File: config.mk
export PLATFORM = sky130hd
export DESIGN_NAME = flash_cfg_guard
export DESIGN_NICKNAME = d
export VERILOG_FILES = /design/src/rtl/flash_cfg_guard.sv
export SDC_FILE = /design/constraint.sdc
export NUM_CORES = 1
export LEC_CHECK = 0
export BUFFER_PORTS_ARGS = -buffer_cell sky130_fd_sc_hd__buf_2
export CAP_MARGIN = 30
export CORE_MARGIN = 2
export CORE_UTILIZATION = 25
export CTS_BUF_LIST = sky130_fd_sc_hd__clkbuf_8
export CTS_CLUSTER_DIAMETER = 60
export CTS_CLUSTER_SIZE = 30
export DETAILED_ROUTE_END_ITERATION = 6
export GPL_TIMING_DRIVEN = 1
export SYNTH_ARGS = -nofsm -noshare
export SYNTH_HDL_FRONTEND = slang
export SYNTH_SLANG_ARGS = --single-unit
export TNS_END_PERCENT = 100
File: constraint.sdc
create_clock -name clk -period 1.82 [get_ports clk]
set_clock_uncertainty 0.05 [all_clocks]
set_input_delay 0.273 -clock clk [delete_from_list [all_inputs] [get_ports clk]]
set_output_delay 0.273 -clock clk [all_outputs]
set_load 0.1 [all_outputs]
File: src/rtl/flash_cfg_guard.sv
module flash_cfg_guard #(
  parameter int          ADDR_W = 4,
  parameter int          DATA_W = 32,
  parameter int          WAIT_W = 4,
  parameter int          MODE_W = 3,
  parameter int          WIN_W  = 20,
  parameter logic [15:0] KEY_A  = 16'h0123,
  parameter logic [15:0] KEY_B  = 16'h3210
) (
  input  logic              clk,
  input  logic              rst_n,
  input  logic              bus_we,
  input  logic [ADDR_W-1:0] bus_addr,
  input  logic [DATA_W-1:0] bus_wdata,
  output logic [DATA_W-1:0] bus_rdata,
  output logic              unlocked,
  output logic              wp_err,
  output logic [WAIT_W-1:0] cfg_wait,
  output logic              cfg_cache_en,
  output logic              cfg_cache_rst,
  output logic              cfg_lp_read,
  output logic              cfg_pe_en,
  output logic [MODE_W-1:0] cfg_pe_mode,
  output logic              cfg_bus_hold,
  output logic [WIN_W-1:0]  cfg_win_lo,
  output logic [WIN_W-1:0]  cfg_win_hi
);
  localparam logic [ADDR_W-1:0] A_KEY  = ADDR_W'(0);
  localparam logic [ADDR_W-1:0] A_RD   = ADDR_W'(1);
  localparam logic [ADDR_W-1:0] A_PGM  = ADDR_W'(2);
  localparam logic [ADDR_W-1:0] A_WLO  = ADDR_W'(3);
  localparam logic [ADDR_W-1:0] A_WHI  = ADDR_W'(4);
  localparam logic [ADDR_W-1:0] A_STAT = ADDR_W'(5);
  localparam int RD_W  = WAIT_W + 3;
  localparam int PGM_W = MODE_W + 2;

  typedef enum logic [1:0] {S_IDLE, S_ARMED, S_OPEN} gstate_t;
  gstate_t st, st_nxt;

  logic [15:0] key_lo;
  logic key_wr, guarded, g_wr, stat_wr;

  assign key_lo   = bus_wdata[15:0];
  assign key_wr   = bus_we && (bus_addr == A_KEY);
  assign guarded  = (bus_addr == A_RD) || (bus_addr == A_PGM) ||
                    (bus_addr == A_WLO) || (bus_addr == A_WHI);
  assign g_wr     = bus_we && guarded;
  assign stat_wr  = bus_we && (bus_addr == A_STAT);
  assign unlocked = (st == S_OPEN);

  always_comb begin
    st_nxt = st;
    if (key_wr) begin
      case (st)
        S_ARMED: st_nxt = (key_lo == KEY_B) ? S_OPEN : S_IDLE;
        default: st_nxt = (key_lo == KEY_A) ? S_ARMED : S_IDLE;
      endcase
    end
  end

  always_ff @(posedge clk) begin
    if (!rst_n) st <= S_IDLE;
    else        st <= st_nxt;
  end

  always_ff @(posedge clk) begin
    if (!rst_n) begin
      cfg_wait      <= '0;
      cfg_cache_en  <= 1'b0;
      cfg_cache_rst <= 1'b0;
      cfg_lp_read   <= 1'b0;
      cfg_pe_en     <= 1'b0;
      cfg_pe_mode   <= '0;
      cfg_bus_hold  <= 1'b0;
      cfg_win_lo    <= '0;
      cfg_win_hi    <= '0;
    end else if (g_wr && unlocked) begin
      case (bus_addr)
        A_RD: begin
          cfg_wait      <= bus_wdata[WAIT_W-1:0];
          cfg_cache_en  <= bus_wdata[WAIT_W];
          cfg_cache_rst <= bus_wdata[WAIT_W+1];
          cfg_lp_read   <= bus_wdata[WAIT_W+2];
        end
        A_PGM: begin
          cfg_pe_en    <= bus_wdata[0];
          cfg_pe_mode  <= bus_wdata[MODE_W:1];
          cfg_bus_hold <= bus_wdata[MODE_W+1];
        end
        A_WLO:   cfg_win_lo <= bus_wdata[WIN_W-1:0];
        A_WHI:   cfg_win_hi <= bus_wdata[WIN_W-1:0];
        default: ;
      endcase
    end
  end

  always_ff @(posedge clk) begin
    if (!rst_n)                       wp_err <= 1'b0;
    else if (stat_wr && bus_wdata[0]) wp_err <= 1'b0;
    else if (g_wr && !unlocked)       wp_err <= 1'b1;
  end

  always_comb begin
    bus_rdata = '0;
    case (bus_addr)
      A_KEY:  bus_rdata[0] = unlocked;
      A_RD:   bus_rdata[RD_W-1:0] = {cfg_lp_read, cfg_cache_rst, cfg_cache_en, cfg_wait};
      A_PGM:  bus_rdata[PGM_W-1:0] = {cfg_bus_hold, cfg_pe_mode, cfg_pe_en};
      A_WLO:  bus_rdata[WIN_W-1:0] = cfg_win_lo;
      A_WHI:  bus_rdata[WIN_W-1:0] = cfg_win_hi;
      A_STAT: bus_rdata[0] = wp_err;
      default: ;
    endcase
  end

  logic [RD_W+PGM_W+2*WIN_W-1:0] cfg_all;
  assign cfg_all = {cfg_lp_read, cfg_cache_rst, cfg_cache_en, cfg_wait,
                    cfg_bus_hold, cfg_pe_mode, cfg_pe_en, cfg_win_lo, cfg_win_hi};

  p_open_needs_key_b_r2: assert property (@(posedge clk) disable iff (!rst_n)
    $rose(unlocked) |-> $past(key_wr && key_lo == KEY_B));

  p_keywrite_closes_r4: assert property (@(posedge clk) disable iff (!rst_n)
    (unlocked && key_wr) |=> !unlocked);

  p_locked_cfg_stable_r9: assert property (@(posedge clk) disable iff (!rst_n)
    (!unlocked && g_wr) |=> ($stable(cfg_all) && wp_err));

  p_err_sticky_r11: assert property (@(posedge clk) disable iff (!rst_n)
    (wp_err && !(stat_wr && bus_wdata[0])) |=> wp_err);

  p_closed_stays_without_key_r5: assert property (@(posedge clk) disable iff (!rst_n)
    (!unlocked && !key_wr) |=> !unlocked);
endmodule

==> results of run 1 <==
==> routing by layer <==
layer | up-vias | share of wire | wire (um) | track usage
met5 | - | 0 | 0 | 0
met1 | 1289 | 0.45 | 3990 | 0.193
li1 | 1336 | - | - | -
met3 | 5 | 0.075 | 663 | 0.0291
met2 | 88 | 0.47 | 4170 | 0.235
met4 | 0 | 0.0057 | 51 | 0.0250
==> repair_timing <==
item	CTS	global route
hold endpoints to repair	0	0
hold buffers	0	0
endpoints found under the setup margin	1	3
pin swaps	0	3
buffers inserted	3	1
gates resized for setup	2	5
==> sequential cells by signal (all words and copies together), names as in the netlist <==
| signal | cells |
|---|---|
| wp_err | 1 |
| cfg_cache_rst | 1 |
| st | 2 |
| cfg_bus_hold | 1 |
| cfg_win_hi | 20 |
| cfg_lp_read | 1 |
| cfg_pe_mode | 3 |
| cfg_cache_en | 1 |
| cfg_win_lo | 20 |
| cfg_pe_en | 1 |
| cfg_wait | 4 |
==> kinds of logic (layout without fill, tap and decap cells) <==
logic type | count (synthesis) | count (layout) | synth area share
buffers and inverters | 43 | 143 | 0.0918
DFF | 55 | 55 | 0.388
and+or+nand+nor | 111 | 111 | 0.221
other | 1 | 12 | 0.00132
AOI/OAI and AO/OA | 75 | 75 | 0.185
muxes | 32 | 32 | 0.113
==> power by group through the flow <==
stage | clock, uW | sequential, uW | combinational, uW
final | 673 | 1200 | 329
after global routing | 745 | 1200 | 350
after CTS | 697 | 1200 | 327
after detailed placement | 0 | 1230 | 327
after global placement | 0 | 1230 | 322
after floorplan | 0 | 1240 | 242
==> area by class of cell <==
| type | count | area share |
|---|---|---|
| clock buffer | 5 | 0.0163 |
| clock inverter | 3 | 0.00356 |
| inverter | 2 | 0.00178 |
| multi-input combinational | 230 | 0.405 |
| sequential | 55 | 0.273 |
| tap | 140 | 0.0415 |
| timing repair buffer | 133 | 0.259 |
==> how the worst max path moves through the flow <==
stage / from / endpoint / slack (ns)
after floorplan: cfg_pe_en$_SDFFE_PN0P_ / bus_rdata[0] / -0.19
after global placement: bus_addr[2] / bus_rdata[0] / 0.07
after detailed placement: bus_addr[2] / bus_rdata[5] / 0.04
after CTS: st[1]$_SDFFE_PN0P_ / bus_rdata[0] / 0.002
after global routing: bus_addr[1] / bus_rdata[6] / 0.0007
final: bus_addr[1] / bus_rdata[6] / 0.06
==> worst max-delay path: stages <==
cell	delay, ns
clkbuf_4	0.17
and4bb_2	0.29
buf_12	0.15
a222oi_1	0.30
inv_2	0.08
buf_12	0.17
==> layout by cell type, fill, tap and decap left out, types with 2 or more instances in the layout <==
master and instances:
a21boi_0 4, a21boi_1 16, a222oi_1 2, a22o_2 3, a22o_4 10, a22oi_1 9, buf_12 23, buf_2 77
buf_4 31, clkbuf_4 2, clkbuf_8 5, clkinv_2 3, conb_1 12, dfxtp_1 18, dfxtp_2 35, dfxtp_4 2
inv_2 2, mux2i_1 32, nand2_1 54, nand3_1 21, nand3b_1 3, nand4_1 2, nand4b_1 3, nor2_1 2
nor2b_4 2, nor4_1 2, nor4bb_1 3, o21ai_0 21, o21ai_4 4
==> metrics by stage <==
step,setup TNS [ns],utilization,power [uW]
final,0,0.386,2200
after global routing,0,0.386,2300
after CTS,0,0.384,2230
after detailed placement,0,0.374,1560
after global placement,0,0.374,1550
after floorplan,-0.208,-,1480
==> impl_metrics.csv, run 1 <==
group,metric,value,unit
grt,grt_overflow_total,0,
yosys,synthesis.instances,317,
yosys,synth.distinct_cells,47,
critical_path,cp-start-kind,"primary input",
clock_tree,insertion_delay,0.31,ns
clock_tree,clk_pin_slew,0.10,ns
clock_tree,clock-root-buffer,"clkbuf_8",
power_and_ir_drop,switchingPower,652,uW
clock_tree,numCtsBuffers,5,
yosys,synth.top_cell.area_share,0.388,
grt,grt_pass1_vias,2751,
sta,fin_ws,0.0551,ns
yosys,synth_common_cells,"dfxtp_1, nand2_1, mux2i_1",
sta,hold_viol,0,
detailed_routing,routed_wl,8.87,mm
detailed_routing,wl_per_cell,15.6,um
sta,period_share,0.970,
grt,grt_max_degree,77,
sta,min_period,1.76,ns
final_layout,synthToLayoutAreaGrowth,48.9,%
placed_design,numPlacedInstances,556,
placed_design,placed_area,0.00409,sq mm
critical_path,path_class,"primary input to output pin",
clock_tree,htree_levels,2,
grt,grt_usage,0.142,
critical_path,crit_required,1.50,ns
floorplanning,dieArea,0.0122,sq mm
yosys,yosys_register_bits,55,
sta,fmax,0.567,GHz
grt,antenna_found_initial,0,
yosys,synth_area,0.00284,sq mm
final_layout,register_area,0.00115,sq mm
detailed_routing,ant_nets,0,
floorplanning,die_y,110,um
yosys,synthMostInstantiatedCell,"dfxtp_1",
yosys,synth_top_area_cell,"dfxtp_1",
final_layout,stdcell_area,0.00422,sq mm
critical_path,worstPathArrival,1.44,ns
final_layout,antenna_cells,0,
yosys,synthFlopType,"dfxtp_1",
floorplanning,boundaryPins,125,
sta,rsz0062_at_grt,"no",
power_and_ir_drop,internal-power,1550,uW
sta,setup_viol,0,
yosys,seq_area_frac_synth,0.388,
floorplanning,start_util,0.259,
worst_hold_path,min_delay_path_depth,3,
sta,finalMaxSlewViolations,0,
critical_path,end_kind,"output pin",
placed_design,preCtsSetupSlack,0.0435,ns
worst_hold_path,hold_end,"cfg_win_lo[10]$_SDFFE_PN0P_",
yosys,synthArstFlopShare,0,
power_and_ir_drop,pwr-share-clk,0.306,
clock_tree,clock-sinks,55,
final_layout,final_layout_size_suffix_gt1_frac,0.491,
power_and_ir_drop,ir_drop,0.279,mV
grt,grt_pass1_wl,14.4,mm
yosys,syn_area_per_cell,8.94,sq um
power_and_ir_drop,leakagePower,0.00193,uW
clock_tree,cts_tree,"done",
final_layout,multiInputGateArea,0.00171,sq mm
yosys,synth.area.top_cells,"dfxtp_1, mux2i_1, nand2_1",
clock_tree,clock_path_buffers,2,
detailed_routing,vias_per_cell,4.79,
final_layout,instances_no_fill,568,
placed_design,place_congestion,0.790,
worst_hold_path,hold_class,"primary input to flop",
power_and_ir_drop,combPwrFrac,0.149,
yosys,ys.warnings.count,0,
floorplanning,dieWidth,110,um
yosys,synth_edf_count,0,
placed_design,dp_hpwl,6.79,mm
detailed_routing,vias,2718,
power_and_ir_drop,pwr-share-seq,0.545,
floorplanning,rows,38,
placed_design,portBuffers,100,
run,drv_cap,0,
detailed_routing,drtPass1Iterations,5,
critical_path,reg2reg_slack,0.14,ns
critical_path,worstPathMaxFanout,9,
final_layout,fillers,1110,
worst_hold_path,hp-start,"bus_wdata[10]",
sta,holdWs,0.170,ns
detailed_routing,drcViolationCount,0,
critical_path,r2r_cells,7,
critical_path,timing.rr.start,"st[1]$_SDFFE_PN0P_",
power_and_ir_drop,switching_share,0.296,
final_layout,fin_nets,466,
detailed_routing,drt_iter0_drc,103,
critical_path,rr_endpoint,"cfg_win_lo[13]$_SDFFE_PN0P_",
power_and_ir_drop,power.density,522,mW/mm^2
floorplanning,core,0.0109,sq mm
outcome,outcome,"finished clean",
(Power assumes the default switching activity.)
==> run 2: changes to the inputs <==
--- a/config.mk
+++ b/config.mk
@@ -14,6 +14,7 @@
 export CTS_CLUSTER_SIZE = 30
 export DETAILED_ROUTE_END_ITERATION = 6
 export GPL_TIMING_DRIVEN = 1
+export MAX_ROUTING_LAYER = met4
 export SYNTH_ARGS = -nofsm -noshare
 export SYNTH_HDL_FRONTEND = slang
 export SYNTH_SLANG_ARGS = --single-unit
==> run 2 against run 1 <==
- clock power hardly changed
- largest power group unchanged
- sequential share of layout area stayed put
- global-route usage is 0.39 points higher
- routed wire length hardly changed
- first-iteration DRC count is 7.8% lower
- critical path type is now flop to output pin
- hold slack hardly changed
- clock-buffer cell count stayed put
- via count is 0.99% higher
- critical path depth is 2 lower
- non-clock buffer count stayed put
- maximum frequency is 0.10% higher
==> impl_metrics.csv, run 2 (synthesis results as in run 1) <==
group,metric,value,unit
clock_tree,ctsHoldBuffers,0,
worst_hold_path,hold_class,"primary input to flop",
sta,period_share,0.969,
critical_path,cp_num_buf_inv,1,
critical_path,end_kind,"output pin",
power_and_ir_drop,leakagePower,0.00193,uW
clock_tree,clock-root-buffer,"clkbuf_8",
clock_tree,numCtsBuffers,5,
detailed_routing,wl_per_cell,15.6,um
detailed_routing,routed_wl,8.87,mm
critical_path,critPathTopFamily,"flip-flops",
run,drv_cap,0,
detailed_routing,drt_iter0_drc,95,
power_and_ir_drop,pwr-share-clk,0.305,
power_and_ir_drop,internal-power,1550,uW
clock_tree,insertion_delay,0.30,ns
grt,antenna_found_initial,0,
clock_tree,clock_path_buffers,2,
final_layout,mostFrequentLayoutCells,"buf_2, nand2_1, dfxtp_2",
power_and_ir_drop,pwr-share-seq,0.546,
critical_path,reg2reg_slack,0.15,ns
detailed_routing,vias_per_cell,4.83,
power_and_ir_drop,switching_share,0.295,
power_and_ir_drop,combPwrFrac,0.149,
critical_path,crit_required,1.50,ns
sta,holdWs,0.170,ns
grt,grt_usage,0.146,
critical_path,timing.rr.start,"st[1]$_SDFFE_PN0P_",
placed_design,place_congestion,0.801,
critical_path,critPathMaxStageDelay,0.39,ns
power_and_ir_drop,power.density,522,mW/mm^2
sta,relSlewSlack,0.666,
worst_hold_path,hold_end,"cfg_win_lo[10]$_SDFFE_PN0P_",
final_layout,synthToLayoutAreaGrowth,48.9,%
worst_hold_path,hp-start,"bus_wdata[10]",
clock_tree,htree_levels,2,
critical_path,r2r_cells,7,
floorplanning,start_util,0.259,
placed_design,dp_hpwl,6.79,mm
final_layout,fin_util,0.386,
critical_path,worstPathArrival,1.44,ns
detailed_routing,drtPass1Iterations,4,
floorplanning,dieArea,0.0122,sq mm
critical_path,cp-start-kind,"flop",
clock_tree,clk_pin_slew,0.10,ns
detailed_routing,ant_nets,0,
final_layout,reg.largest.list,"cfg_win_hi (20), cfg_win_lo (20), cfg_wait (4)",
floorplanning,dieWidth,110,um
placed_design,portBuffers,100,
sta,rsz0062_at_grt,"no",
clock_tree,cts_tree,"done",
grt,grt_overflow_total,0,
floorplanning,boundaryPins,125,
clock_tree,clock-sinks,55,
grt,grt_max_degree,77,
sta,min_period,1.76,ns
worst_hold_path,min_delay_path_depth,3,
grt,grt_pass1_wl,14.3,mm
critical_path,worstPathMaxFanout,6,
power_and_ir_drop,switchingPower,651,uW
outcome,outcome,"finished clean",
floorplanning,die_y,110,um
final_layout,final_common_cell,"buf_2",
floorplanning,core,0.0109,sq mm
critical_path,path_class,"flop to output pin",
sta,tightest_slew,0.498,ns
detailed_routing,vias,2745,
critical_path,cpMaxStageDelayCell,"dfxtp_4",
sta,hold_viol,0,
final_layout,antenna_cells,0,
sta,setup_viol,0,
critical_path,crit_chain,"nor2b_4 -> a21oi_2 -> o311ai_4 -> buf_12",
sta,finalMaxSlewViolations,0,
final_layout,fin_nets,466,
detailed_routing,drcViolationCount,0,
sta,fmax,0.567,GHz
final_layout,final_layout_size_suffix_gt1_frac,0.491,
critical_path,rr_endpoint,"cfg_win_lo[13]$_SDFFE_PN0P_",
floorplanning,rows,38,
grt,grt_pass1_vias,2758,
power_and_ir_drop,ir_drop,0.280,mV
[run 2: area by class of cell]
class	instances	area [sq um]
clock inverter	3	15.0
sequential	55	1150
fill	1110	6720
clock buffer	5	68.8
multi-input combinational	230	1710
inverter	2	7.51
tap	140	175
timing repair buffer	133	1090
[run 2: repair_timing]
item / CTS / global route
setup endpoints to repair: 1 / 3
buffers inserted: 3 / 1
pin swaps: 0 / 3
cloned: 0 / 0
gates resized for setup: 2 / 5
[run 2: worst max path at each step]
stage / from / to / slack [ns] / depth (start not counted)
finish: st[1]$_SDFFE_PN0P_ / bus_rdata[0] / 0.06 / 4
global route: bus_addr[1] / bus_rdata[6] / 0.0007 / 6
CTS: st[1]$_SDFFE_PN0P_ / bus_rdata[0] / 0.002 / 4
detailed placement: bus_addr[2] / bus_rdata[5] / 0.04 / 6
global placement: bus_addr[2] / bus_rdata[0] / 0.07 / 5
floorplan: cfg_pe_en$_SDFFE_PN0P_ / bus_rdata[0] / -0.19 / 3
[run 2: through the flow]
stage               TNS, ns  total power [uW]  instance area [sq um]  cells  setup slack, ns
finish                    0              2200                   4220    568           0.0569
global route              0              2290                   4220    568         0.000699
CTS                       0              2230                   4200    567          0.00202
detailed placement        0              1560                   4090    556           0.0435
global placement          0              1550                   4090    556           0.0673
floorplan            -0.208              1480                   3130    328           -0.193
[run 2: power by group through the flow]
| stage | Combinational (uW) | Sequential, uW | Clock [uW] |
|---|---|---|---|
| floorplan | 242 | 1240 | 0 |
| global placement | 322 | 1230 | 0 |
| detailed placement | 327 | 1230 | 0 |
| CTS | 327 | 1200 | 697 |
| global route | 350 | 1200 | 742 |
| finish | 329 | 1200 | 672 |
[run 2: worst register-to-register path, delay by kind of cell (launching register included)]
family,cells,cell delay [ns]
buffers and inverters,4,0.52
flip-flops,1,0.39
multiplexers,1,0.21
AND/OR/NAND/NOR,2,0.44
[run 2: routing by layer]
layer	share of wire	track usage	up-vias
met3	0.050	0.0258	5
li1	-	-	1339
met5	0	-	-
met2	0.47	0.235	77
met1	0.47	0.195	1324
met4	0.0060	0.0250	0
